[src/rtl/klg_pkg.sv]
package klg_pkg;
  localparam int unsigned DATA_W = 32;
  localparam logic [15:0] UNLOCK_KEY = 16'hD42F;
  localparam logic [15:0] RELOCK_KEY = 16'h0000;
  localparam logic [7:0] OFF_DIN     = 8'h04;
  localparam logic [7:0] OFF_MODE1   = 8'h08;
  localparam logic [7:0] OFF_MODE0   = 8'h0C;
  localparam logic [7:0] OFF_DSET    = 8'h14;
  localparam logic [7:0] OFF_DCLR    = 8'h18;
  localparam logic [7:0] OFF_M1CLR   = 8'h50;
  localparam logic [7:0] OFF_M0SET   = 8'h54;
  localparam logic [7:0] OFF_M0CLR   = 8'h58;
  localparam logic [7:0] OFF_LOCK    = 8'h60;

  function automatic logic [DATA_W-1:0] pad_mask(input int unsigned n);
    logic [DATA_W-1:0] m;
    m = '0;
    for (int i = 0; i < DATA_W; i++) if (i < n) m[i] = 1'b1;
    return m;
  endfunction
endpackage

[src/rtl/klg_key_lock.sv]
module klg_key_lock
  import klg_pkg::*;
(
  input  logic        clk,
  input  logic        rst_n,
  input  logic        wr_hit,
  input  logic [15:0] key,
  output logic        lock_active
);
  logic act_q, act_n;

  always_comb begin
    act_n = act_q;
    if (wr_hit) begin
      if (key == UNLOCK_KEY)      act_n = 1'b1;
      else if (key == RELOCK_KEY) act_n = 1'b0;
    end
  end

  always_ff @(posedge clk or negedge rst_n) begin
    if (!rst_n)      act_q <= 1'b0;
    else if (wr_hit) act_q <= act_n;
  end

  assign lock_active = act_q;

  assert_key_arms_R2: assert property (@(posedge clk) disable iff (!rst_n)
    (wr_hit && key == UNLOCK_KEY) |=> lock_active);
  assert_key_disarms_R2: assert property (@(posedge clk) disable iff (!rst_n)
    (wr_hit && key == RELOCK_KEY) |=> !lock_active);
  assert_other_keeps_R2: assert property (@(posedge clk) disable iff (!rst_n)
    (wr_hit && key != UNLOCK_KEY && key != RELOCK_KEY) |=> $stable(lock_active));
endmodule

[src/rtl/klg_port_regs.sv]
module klg_port_regs
  import klg_pkg::*;
#(
  parameter int unsigned NUM_PADS = 20,
  parameter int unsigned ADDR_W   = 8
) (
  input  logic              clk,
  input  logic              rst_n,
  input  logic              wr_en,
  input  logic [ADDR_W-1:0] addr,
  input  logic [DATA_W-1:0] wdata,
  input  logic              lock_active,
  output logic [DATA_W-1:0] mode0,
  output logic [DATA_W-1:0] mode1,
  output logic [DATA_W-1:0] dout
);
  localparam logic [DATA_W-1:0] MASK = pad_mask(NUM_PADS);

  logic [DATA_W-1:0] m0_q, m1_q, d_q, m0_n, m1_n, d_n;
  logic [DATA_W-1:0] wbits;

  assign wbits = wdata & MASK;

  always_comb begin
    m0_n = m0_q;
    m1_n = m1_q;
    d_n  = d_q;
    if (wr_en) begin
      unique case (addr[7:0])
        OFF_DSET:  d_n = d_q | wbits;
        OFF_DCLR:  d_n = d_q & ~wbits;
        OFF_MODE1: if (lock_active) m1_n = wbits;
        OFF_MODE0: if (lock_active) m0_n = wbits;
        OFF_M1CLR: if (lock_active) m1_n = m1_q & ~wbits;
        OFF_M0SET: if (lock_active) m0_n = m0_q | wbits;
        OFF_M0CLR: if (lock_active) m0_n = m0_q & ~wbits;
        default: ;
      endcase
    end
  end

  always_ff @(posedge clk or negedge rst_n) begin
    if (!rst_n) begin
      m0_q <= '0;
      m1_q <= '0;
      d_q  <= '0;
    end else if (wr_en) begin
      m0_q <= m0_n;
      m1_q <= m1_n;
      d_q  <= d_n;
    end
  end

  assign mode0 = m0_q;
  assign mode1 = m1_q;
  assign dout  = d_q;

  assert_mode_frozen_R3: assert property (@(posedge clk) disable iff (!rst_n)
    !lock_active |=> ($stable(mode0) && $stable(mode1)));
  assert_unused_zero_R10: assert property (@(posedge clk) disable iff (!rst_n)
    ((mode0 | mode1 | dout) & ~MASK) == '0);
  assert_dset_bits_R8: assert property (@(posedge clk) disable iff (!rst_n)
    (wr_en && addr[7:0] == OFF_DSET) |=> ((dout & $past(wbits)) == $past(wbits)));
  assert_dclr_bits_R8: assert property (@(posedge clk) disable iff (!rst_n)
    (wr_en && addr[7:0] == OFF_DCLR) |=> ((dout & $past(wbits)) == '0));
endmodule

[src/rtl/klg_pad_drive.sv]
module klg_pad_drive #(
  parameter int unsigned NUM_PADS = 20
) (
  input  logic [NUM_PADS-1:0] mode0,
  input  logic [NUM_PADS-1:0] mode1,
  input  logic [NUM_PADS-1:0] dout,
  output logic [NUM_PADS-1:0] pad_out,
  output logic [NUM_PADS-1:0] pad_oe
);
  for (genvar i = 0; i < NUM_PADS; i++) begin : g_pad
    always_comb begin
      unique case ({mode1[i], mode0[i]})
        2'b01:   begin pad_oe[i] = 1'b1;     pad_out[i] = dout[i]; end
        2'b10:   begin pad_oe[i] = ~dout[i]; pad_out[i] = 1'b0;    end
        2'b11:   begin pad_oe[i] = dout[i];  pad_out[i] = 1'b1;    end
        default: begin pad_oe[i] = 1'b0;     pad_out[i] = 1'b0;    end
      endcase
    end
  end
endmodule

[src/rtl/klg_sync2.sv]
module klg_sync2 #(
  parameter int unsigned WIDTH = 20
) (
  input  logic             clk,
  input  logic             rst_n,
  input  logic [WIDTH-1:0] d,
  output logic [WIDTH-1:0] q
);
  logic [WIDTH-1:0] s1_q, s2_q;

  always_ff @(posedge clk or negedge rst_n) begin
    if (!rst_n) begin
      s1_q <= '0;
      s2_q <= '0;
    end else begin
      s1_q <= d;
      s2_q <= s1_q;
    end
  end

  assign q = s2_q;
endmodule

[src/rtl/keylock_gpio_port.sv]
module keylock_gpio_port
  import klg_pkg::*;
#(
  parameter int unsigned NUM_PADS = 20,
  parameter int unsigned ADDR_W   = 8
) (
  input  logic                clk,
  input  logic                rst_n,
  input  logic [ADDR_W-1:0]   bus_addr,
  input  logic                bus_wr_en,
  input  logic [DATA_W-1:0]   bus_wr_data,
  input  logic                bus_rd_en,
  output logic [DATA_W-1:0]   bus_rd_data,
  input  logic [NUM_PADS-1:0] pad_in,
  output logic [NUM_PADS-1:0] pad_out,
  output logic [NUM_PADS-1:0] pad_oe
);
  logic rs1_q, rs2_q, rst_i_n;

  always_ff @(posedge clk or negedge rst_n) begin
    if (!rst_n) begin
      rs1_q <= 1'b0;
      rs2_q <= 1'b0;
    end else begin
      rs1_q <= 1'b1;
      rs2_q <= rs1_q;
    end
  end
  assign rst_i_n = rs2_q;

  logic              lock_active, lock_hit;
  logic [DATA_W-1:0] mode0, mode1, dout, din32, rd_n, rd_q;
  logic [NUM_PADS-1:0] din_sync;

  assign lock_hit = bus_wr_en && (bus_addr[7:0] == OFF_LOCK);

  klg_key_lock u_lock (
    .clk(clk), .rst_n(rst_i_n), .wr_hit(lock_hit),
    .key(bus_wr_data[15:0]), .lock_active(lock_active)
  );

  klg_port_regs #(.NUM_PADS(NUM_PADS), .ADDR_W(ADDR_W)) u_regs (
    .clk(clk), .rst_n(rst_i_n), .wr_en(bus_wr_en), .addr(bus_addr),
    .wdata(bus_wr_data), .lock_active(lock_active),
    .mode0(mode0), .mode1(mode1), .dout(dout)
  );

  klg_pad_drive #(.NUM_PADS(NUM_PADS)) u_drive (
    .mode0(mode0[NUM_PADS-1:0]), .mode1(mode1[NUM_PADS-1:0]),
    .dout(dout[NUM_PADS-1:0]), .pad_out(pad_out), .pad_oe(pad_oe)
  );

  klg_sync2 #(.WIDTH(NUM_PADS)) u_sync (
    .clk(clk), .rst_n(rst_i_n), .d(pad_in), .q(din_sync)
  );

  for (genvar i = 0; i < DATA_W; i++) begin : g_din
    if (i < NUM_PADS) begin : g_used
      assign din32[i] = din_sync[i];
    end else begin : g_unused
      assign din32[i] = 1'b0;
    end
  end

  always_comb begin
    unique case (bus_addr[7:0])
      OFF_DIN:   rd_n = din32;
      OFF_MODE1: rd_n = mode1;
      OFF_MODE0: rd_n = mode0;
      OFF_LOCK:  rd_n = {lock_active, {(DATA_W-1){1'b0}}};
      default:   rd_n = '0;
    endcase
  end

  always_ff @(posedge clk or negedge rst_i_n) begin
    if (!rst_i_n)       rd_q <= '0;
    else if (bus_rd_en) rd_q <= rd_n;
  end
  assign bus_rd_data = rd_q;

  assert_rd_hold_R11: assert property (@(posedge clk) disable iff (!rst_i_n)
    !bus_rd_en |=> $stable(bus_rd_data));
  assert_input_float_R4: assert property (@(posedge clk) disable iff (!rst_i_n)
    (pad_oe & ~mode1[NUM_PADS-1:0] & ~mode0[NUM_PADS-1:0]) == '0);
  assert_od_never_high_R6: assert property (@(posedge clk) disable iff (!rst_i_n)
    (pad_oe & pad_out & mode1[NUM_PADS-1:0] & ~mode0[NUM_PADS-1:0]) == '0);
  assert_os_never_low_R7: assert property (@(posedge clk) disable iff (!rst_i_n)
    (pad_oe & ~pad_out & mode1[NUM_PADS-1:0] & mode0[NUM_PADS-1:0]) == '0);
endmodule

[config.mk]
export PLATFORM = sky130hd
export DESIGN_NAME = keylock_gpio_port
export DESIGN_NICKNAME = d
export VERILOG_FILES = /design/src/rtl/klg_pkg.sv /design/src/rtl/klg_key_lock.sv /design/src/rtl/klg_port_regs.sv /design/src/rtl/klg_pad_drive.sv /design/src/rtl/klg_sync2.sv /design/src/rtl/keylock_gpio_port.sv
export SDC_FILE = /design/constraint.sdc
export NUM_CORES = 1
export LEC_CHECK = 0
export BUFFER_PORTS_ARGS = -buffer_cell sky130_fd_sc_hd__clkbuf_2
export CORE_MARGIN = 8
export CORE_UTILIZATION = 35
export DETAILED_ROUTE_END_ITERATION = 10
export PLACE_DENSITY = 0.61
export RECOVER_POWER = 50
export SYNTH_ARGS = -nofsm -noshare
export SYNTH_HDL_FRONTEND = slang
export SYNTH_SLANG_ARGS = --single-unit
[constraint.sdc]
create_clock -name clk -period 5.3 [get_ports clk]
set_input_delay 0.53 -clock clk [delete_from_list [all_inputs] [get_ports clk]]
set_output_delay 0.53 -clock clk [all_outputs]
set_load 0.01 [all_outputs]
==> impl_metrics.ini <==
[synthesis]
synth_ff_type = dfrtp_1
yosys_register_bits = 125
yosysUniqueCellTypes = 50
synth-xor-area-share_pct = 3.25
syn-mean-instance-area_um2 = 11.6
synth_compound_gate_area_share_pct = 24.2
async_reset_ff_share_pct = 100
yosys_warnings = 0
syn_area_um2 = 5660
synth_edf_count = 0
synth_seq_area_share_pct = 55.2
synthSimpleGateAreaFrac_pct = 8.69
synth_mux_area_share_pct = 2.43
syn_nets = 553
synth_top_family_by_area = compound AO/OA/AOI/OAI gates
synthCells = 489
synth_fa_ha_area_share_pct = 0

[sta]
hold_violations = 0
finalCritPeriodShare_pct = 60.7
finalSetupViolCount = 0
fin_ws_ns = 2.08
rsz0062_at_grt = no
tightest_slew_ns = 3.13
fin_tns_setup_ns = 0
holdWs_ns = 0.223
final_max_slew_viol_count = 80
min_period_ns = 3.22
fin_skew_ns = 0.00893
slew-limit-headroom_pct = -109
fmax_mhz = 311

[placement]
place_ws_ns = 2.32
placed_area_um2 = 6360
hpwl_um = 11000
gp_congestion = 0.720
portBuffers = 123

[floorplanning]
initial_core_util_pct = 35.8
core_area_um2 = 15800
io_pins = 136
num_rows = 46
die_w_um = 143
die_h_um = 143
dieArea_um2 = 20500

[setup_path]
critical_path_arrival_ns = 3.72
slowest_delay_ns = 2.46
worstPathMaxFanout = 79
path_buf_inv = 1
startpoint_type = register
crit_slowest_cell = dfrtp_1
crit_path_cell_trace = buf_4
end_kind = async pin
worstSetupPathType = register to async pin
cpLargestDelayFamily = flip-flops
required_ns = 5.80

[clock_network]
clk_latency_ns = 0.41
cts_resized = 0
cts_tree = built
cts-hold-fix-buffers = 1
cts_sinks = 125
root_buffer = clkbuf_16
clock_path_buffers = 2
clk_pin_slew_worst_paths_ns = 0.06
cts_buffers = 17
htree_levels = 4
postCtsSetupBuffers = 0

[worst_hold_path]
min_path_type = input pin to register

[drt]
drc = 0
drtAntennaViolNets = 0
avgViaCountPerCell = 5.18
vias = 4254
drt_iter0_drc = 338
wl_per_cell_um = 19.5
dr.pass1.iters = 4
wl_um = 16000

[pwr]
ir_drop_mv = 0.173
p_leak_nw = 3.12
power.density_nw_per_um2 = 335
p_total_w = 0.00232

[cells_and_area]
drive_gt1_share_pct = 22.6
finalNetCount = 656
syn_to_final_growth_pct = 22.0
diodes = 0
fin_area_um2 = 6910

[grt]
grt_usage_pct = 16.4
met3_usage_pct = 5.08
grt_overflow = 0
top_usage_layer = met2
grt_max_degree = 80
grt_pass1_vias = 4434
use_met2_pct = 25.0
grt_pass1_wl_um = 25200
use_met1_pct = 21.5
antenna_found_initial = 0

[status]
violations = capacitance limit, slew limit
status = finished, violations left

[run]
drv_cap = 1
[final timing paths]
check | start | end | slack, ns | cells after the start
worst max-delay path | rs2_q$_DFF_PN0_ | bus_rd_data[7]$_DFFE_PN0P_ | 2.08 | 1
worst min-delay path | pad_in[5] | u_sync.s1_q[5]$_DFF_PN0_ | 0.22 | 1
worst max register to register | rs2_q$_DFF_PN0_ | bus_rd_data[7]$_DFFE_PN0P_ | 2.08 | 1
worst min register to register | u_sync.s1_q[12]$_DFF_PN0_ | u_sync.q[12]$_DFF_PN0_ | 0.35 | 0
max in group clk | bus_addr[2] | bus_rd_data[4]$_DFFE_PN0P_ | 2.43 | 5
min in group asynchronous | rst_n | rs1_q$_DFF_PN0_ | 0.43 | 2
[Yosys cell counts (2+ instances only)]
cell type  number  area [µm²]
a31oi_1        20         125
o2bb2ai_1       7        61.3
a2bb2oi_1       7        61.3
nand2b_1       20         125
and4b_1         2        20.0
mux2i_1         7        70.1
a21o_1         20         150
inv_1          21        78.8
o31ai_1         2        15.0
a22o_1         20         175
nor4bb_1        2        20.0
nor4_1          2        12.5
a22oi_1        13        97.6
a221o_1         7        70.1
nand3_1         2        10.0
nand4_1         2        12.5
dfrtp_1       125        3130
buf_4          13        97.6
clkbuf_1       10        37.5
buf_2          21         105
o21a_1         20         150
nor2_1         18        67.6
a211oi_1       21         158
mux2_2          6        67.6
buf_6           2        22.5
nand2_1         8        30.0
o21bai_1       20         150
xnor2_1        21         184
a21oi_1        28         140
nor4b_1         2        17.5
[power breakdown]
part / leakage (nW) / switching [W] / internal (W)
combinational: 1.30 / 0.0000904 / 0.0000640
clock: 0.290 / 0.000417 / 0.000728
sequential: 1.53 / 0.0000273 / 0.000989
[sequential cells by signal, summed over array words and instances, names as in the netlist]
signal	count
u_lock.lock_active	1
bus_rd_data	22
u_regs.mode1	20
u_regs.mode0	20
u_regs.dout	20
u_sync.q	20
u_sync.s1_q	20
rs1_q	1
rs2_q	1
[cells by family after synthesis]
logic type                count (synthesis)
other                                     1
AOI/OAI and AO/OA                       187
xor gates and xnor gates                 21
muxes                                    13
DFF                                     125
and+or+nand+nor                          74
buffers and inverters                    68
[cells in the final DEF (no fill, tap or decap), types with 8 or more instances in the layout]
| cell type | synthesis | final |
|---|---|---|
| inv_1 | 21 | 21 |
| nand2b_1 | 20 | 20 |
| a22o_1 | 20 | 20 |
| a21o_1 | 20 | 20 |
| nand2_1 | 8 | 8 |
| nor2_1 | 18 | 18 |
| o21bai_1 | 20 | 20 |
| a21oi_1 | 28 | 27 |
| clkbuf_1 | 10 | 42 |
| a31oi_1 | 20 | 20 |
| xnor2_1 | 21 | 21 |
| dfrtp_1 | 125 | 125 |
| clkbuf_16 | 0 | 17 |
| clkbuf_2 | 0 | 83 |
| o21a_1 | 20 | 20 |
| a22oi_1 | 13 | 13 |
| a211oi_1 | 21 | 20 |
[layer usage]
layer / part of all wire, % / up-vias
met1: 45 / 2093
met3: 7.8 / 20
li1: - / 1995
met4: 1.6 / 0
met5: 0 / -
met2: 45 / 146
[layout make-up]
| class | instances | area [µm²] |
|---|---|---|
| fillers | 1517 | 8920 |
| flip-flops and latches | 125 | 3130 |
| multi-input cells | 296 | 2210 |
| repair buffers | 131 | 628 |
| clock buffers | 22 | 474 |
| well taps | 216 | 270 |
| clock inverters | 10 | 114 |
| inverters | 21 | 78.8 |
[per-stage QoR]
stage	util, %	instances
after floorplan	-	489
after global placement	40.2	788
after detailed placement	40.2	788
after CTS	44.0	821
after global routing	43.6	821
final	43.6	821
Note: power is estimated with default switching activity, not from simulation.
